==> src/rtl/audio_clkdiv.sv <==
module audio_clkdiv #(
  parameter int WLEN_W = 6
) (
  input  logic              clk,
  input  logic              rst_n,
  input  logic              mclk_en,
  input  logic [3:0]        mclk_code,
  input  logic [2:0]        bclk_code,
  input  logic [WLEN_W-1:0] word_len,
  output logic              mclk_stb,
  output logic              bclk_stb,
  output logic              bclk_lvl,
  output logic              lrck,
  output logic              frame_stb,
  output logic              cfg_err
);
  localparam int RW = 5;

  function automatic logic [RW-1:0] m_ratio_of(input logic [3:0] c);
    case (c)
      4'd0:    return 5'd1;
      4'd1:    return 5'd2;
      4'd2:    return 5'd4;
      4'd3:    return 5'd6;
      4'd4:    return 5'd8;
      4'd5:    return 5'd12;
      4'd6:    return 5'd16;
      4'd7:    return 5'd24;
      default: return 5'd1;
    endcase
  endfunction

  function automatic logic [RW-1:0] b_ratio_of(input logic [2:0] c);
    case (c)
      3'd0:    return 5'd2;
      3'd1:    return 5'd4;
      3'd2:    return 5'd6;
      3'd3:    return 5'd8;
      3'd4:    return 5'd12;
      3'd5:    return 5'd16;
      default: return 5'd2;
    endcase
  endfunction

  logic [RW-1:0]     mcnt, m_ratio, bcnt, b_ratio;
  logic [WLEN_W-1:0] wcnt, w_len;
  logic              lr_q;

  wire m_bad  = mclk_code[3];
  wire b_bad  = (bclk_code > 3'd5);
  wire m_go   = mclk_en & ~m_bad;
  wire b_go   = m_go & ~b_bad;
  wire m_last = (mcnt == m_ratio - 5'd1);
  wire b_last = (bcnt == b_ratio - 5'd1);
  wire w_last = (wcnt == w_len - 1'b1);

  assign mclk_stb  = m_go & m_last;
  assign bclk_stb  = b_go & mclk_stb & b_last;
  assign bclk_lvl  = b_go & (bcnt < (b_ratio >> 1));
  assign lrck      = lr_q;
  assign frame_stb = bclk_stb & w_last & lr_q;
  assign cfg_err   = m_bad | b_bad;

  always_ff @(posedge clk or negedge rst_n) begin
    if (!rst_n) begin
      mcnt    <= '0;
      m_ratio <= 5'd1;
    end else if (!m_go) begin
      mcnt    <= '0;
      m_ratio <= m_ratio_of(mclk_code);
    end else if (m_last) begin
      mcnt    <= '0;
      m_ratio <= m_ratio_of(mclk_code);
    end else begin
      mcnt    <= mcnt + 5'd1;
    end
  end

  always_ff @(posedge clk or negedge rst_n) begin
    if (!rst_n) begin
      bcnt    <= '0;
      b_ratio <= 5'd2;
    end else if (!b_go) begin
      bcnt    <= '0;
      b_ratio <= b_ratio_of(bclk_code);
    end else if (mclk_stb) begin
      if (b_last) begin
        bcnt    <= '0;
        b_ratio <= b_ratio_of(bclk_code);
      end else begin
        bcnt    <= bcnt + 5'd1;
      end
    end
  end

  always_ff @(posedge clk or negedge rst_n) begin
    if (!rst_n) begin
      wcnt <= '0;
      w_len <= '0;
      lr_q <= 1'b0;
    end else if (!b_go) begin
      wcnt  <= '0;
      w_len <= word_len;
      lr_q  <= 1'b0;
    end else if (bclk_stb) begin
      if (w_last) begin
        wcnt  <= '0;
        w_len <= word_len;
        lr_q  <= ~lr_q;
      end else begin
        wcnt  <= wcnt + 1'b1;
      end
    end
  end
endmodule

==> config.mk <==
export PLATFORM = sky130hd
export DESIGN_NAME = audio_clkdiv
export DESIGN_NICKNAME = d
export VERILOG_FILES = /design/src/rtl/audio_clkdiv.sv
export SDC_FILE = /design/constraint.sdc
export NUM_CORES = 1
export LEC_CHECK = 0
export BUFFER_PORTS_ARGS = -buffer_cell sky130_fd_sc_hd__buf_2
export CAP_MARGIN = 20
export CORE_UTILIZATION = 45
export DETAILED_ROUTE_END_ITERATION = 7
export SYNTH_ARGS = -nofsm -noshare
export SYNTH_HDL_FRONTEND = slang
export SYNTH_SLANG_ARGS = --single-unit
==> constraint.sdc <==
create_clock -name clk -period 4 [get_ports clk]
set_clock_uncertainty 0.15 [all_clocks]
set_input_delay 0.4 -clock clk [delete_from_list [all_inputs] [get_ports clk]]
set_output_delay 0.4 -clock clk [all_outputs]
set_load 0.02 [all_outputs]
==> out/qor.txt <==
Total track usage = 0.178
Detail Placement HPWL = 2770 um
Critical Path RT = 4020 ps
Multiplexer area fraction after synthesis = 0.0836
Syn Inst Count = 220
Placer Congestion = 0.766
Arrival time at the worst endpoint = 3140 ps
Reg2reg setup slack = 880 ps
Synth Cell Area = 2080 sq um
Crit path max-delay family = simple AND/OR/NAND/NOR gates
Hold Crit Class = in -> async
Post-Syn Nets = 245
Synth Area in Compound Gates = 0.104
Largest cells by area after synthesis = dfrtp_1 (36%), mux2_2 (6.0%), ha_1 (5.4%)
Largest net degree at the start of global routing = 33
Post-CTS sizing = 0
Synthesis Warnings = 0
Register area share after synthesis = 0.386
Top post-synthesis cells by count = dfrtp_1 (30), nor2_1 (17), nand2_1 (16), inv_1 (13)
Adder-Cell Fraction of Synth Area = 0.0542
R2R Path End = w_len[0]$_DFFE_PN0P_
Setup Crit Path Kind = reg -> reg
Post-CTS Setup Bufs = 0
Die height = 70.0 um
Largest fanout on the critical path = 14
Io pins = 22
Type of origin of the critical path = register
Pleak = 1.03 nW
Initial core utilization = 0.474
Main combinational cell family by area after synthesis = simple AND/OR/NAND/NOR gates
CTS tree = built
#FFs+latches synth = 32
R2R cell count = 8
IO buf count = 21
CP Cell Sequence = inv_1 -> ha_1 -> xor2_1 -> nand3_1 -> nor3_4 -> or3b_1 -> o21ai_2 -> mux2_2
VDD IR max = 0.241 mV
Worst r2r src = b_ratio[1]$_DFFE_PN1P_
Syn Area/Cell = 9.45 sq um
Most frequent cell after synthesis = dfrtp_1
Total gr overflow = 0
Global-route wire length before repair = 6920 um
Fraction of layout instances using a drive strength above 1 = 0.198
Crit. End Element = register
Wirelength per Cell = 13.0 um
Buf/Inv on CP = 1
Final Instance Area = 2290 sq um
XOR/XNOR share of the synthesized area = 0.0969
Final wirelength = 3810 um
H-tree levels = 2
Fin crit period = 3120 ps
Rows = 24
DRT iter0 DRCs = 38
Post-synth EDFFs = 0
Clock tree sinks = 32
Delay of the slowest critical-path stage = 590 ps
Area post-placement = 2200 sq um
Tcrit/Tclk final = 0.780
Cell area power density = 326 nW/um^2
Vias per inst = 5.22
Max Fclk = 321 MHz
Count of final setup violators = 0
Clock Path Buffers = 2
Async SR Flop Fraction = 1.00
Cell variety after synth = 46
Ys flop type = dfrtp_1
CTS Root Cell = clkbuf_8
# DRC = 0
Tightest Pin Transition = 712 ps
Inserted Diodes = 0
Clk_lat worst skew = 280 ps
Nets = 266
Worst slew margin = 0.525
Die span in x = 70.0 um
CTS clk-pin slew, worst paths = 70 ps
Initial antenna violation count = 0
Hold_buf cts = 0
Outcome = finished clean
DRT Pass-1 Iters = 5
Post-synth top area share = 0.361
Num CTS Buffers = 5
Vias in the first global route = 1495
Synth Area in Simple Gates = 0.227
Synth area leader = dfrtp_1
Area of the core = 4380 sq um
Final hold slack = 11.8 ps
Slowest CP cell = or3b_1
RSZ-0062 raised after global routing = false
Antenna viol nets, final = 0
Setup_tns = 0 ps
Final Max Slew Viols = 0
Via Count = 1535
Maxcap violations = 0
Total chip power = 0.746 mW
Fillers = 404
Fin. Hold Viols = 0
Die area = 4900 sq um
Layout area overhead = 10.1%
==> layout make-up <==
type	count	area (sq um)	area share
Multi-Input combinational cell	168	1180	0.514
Timing Repair Buffer	21	105	0.0459
Tap cell	52	65.1	0.0284
Sequential cell	32	803	0.351
Clock buffer	8	90.1	0.0393
Inverter	13	48.8	0.0213
==> placed cells by master (no fill, tap or decap), types with 11 or more instances in the layout <==
cell     instances
a21oi_1         12
buf_2           21
dfrtp_1         30
inv_1           13
mux2_2          11
nand2_1         16
nand3_1         11
nor2_1          17
xnor2_1         11
xor2_1          12
==> stage by stage <==
stage | setup slack [ps] | std cells | utilization
final | 881 | 294 | 0.522
after global routing | 663 | 294 | 0.522
after CTS | 873 | 294 | 0.522
after detailed placement | 906 | 286 | 0.502
after global placement | 962 | 286 | 0.502
after floorplan | 1230 | 220 | -
==> cells by family (layout without fill, tap and decap cells) <==
| kind of cell | count (synthesis) | count (layout) |
|---|---|---|
| flip-flops | 32 | 32 |
| AO/OA/AOI/OAI | 35 | 35 |
| multiplexers | 16 | 16 |
| adder cells (fa/ha/maj) | 9 | 9 |
| buffers and inverters | 20 | 42 |
| AND/OR/NAND/NOR | 85 | 85 |
| XOR/XNOR | 23 | 23 |
==> state kept, by name (all words and copies together), names as in the netlist <==
name / flops
wcnt: 6
bcnt: 5
b_ratio: 4
w_len: 6
m_ratio: 5
mcnt: 5
lrck: 1
==> where the power goes <==
part	internal [mW]	switching (mW)	total [mW]
combinational	0.0579	0.0725	0.130
sequential	0.340	0.0164	0.357
clock	0.140	0.119	0.259
total	0.538	0.208	0.746
==> layer usage <==
layer	global-route usage	part of all wire	vias up
met5	0	0	-
met4	0.0533	0.0076	0
met3	0.0476	0.026	2
met2	0.272	0.45	12
met1	0.247	0.52	707
li1	-	-	814
==> worst max path at each step <==
stage | slack [ps] | from | endpoint | depth (start not counted)
floorplan | 1230 | b_ratio[1]$_DFFE_PN1P_ | wcnt[3]$_DFFE_PN0P_ | 9
global placement | 960 | b_ratio[1]$_DFFE_PN1P_ | w_len[3]$_DFFE_PN0P_ | 8
detailed placement | 910 | b_ratio[1]$_DFFE_PN1P_ | w_len[2]$_DFFE_PN0P_ | 8
CTS | 870 | b_ratio[1]$_DFFE_PN1P_ | w_len[2]$_DFFE_PN0P_ | 8
global route | 660 | b_ratio[1]$_DFFE_PN1P_ | w_len[0]$_DFFE_PN0P_ | 8
finish | 880 | b_ratio[1]$_DFFE_PN1P_ | w_len[0]$_DFFE_PN0P_ | 8
Note: power is estimated with default switching activity, not from simulation.
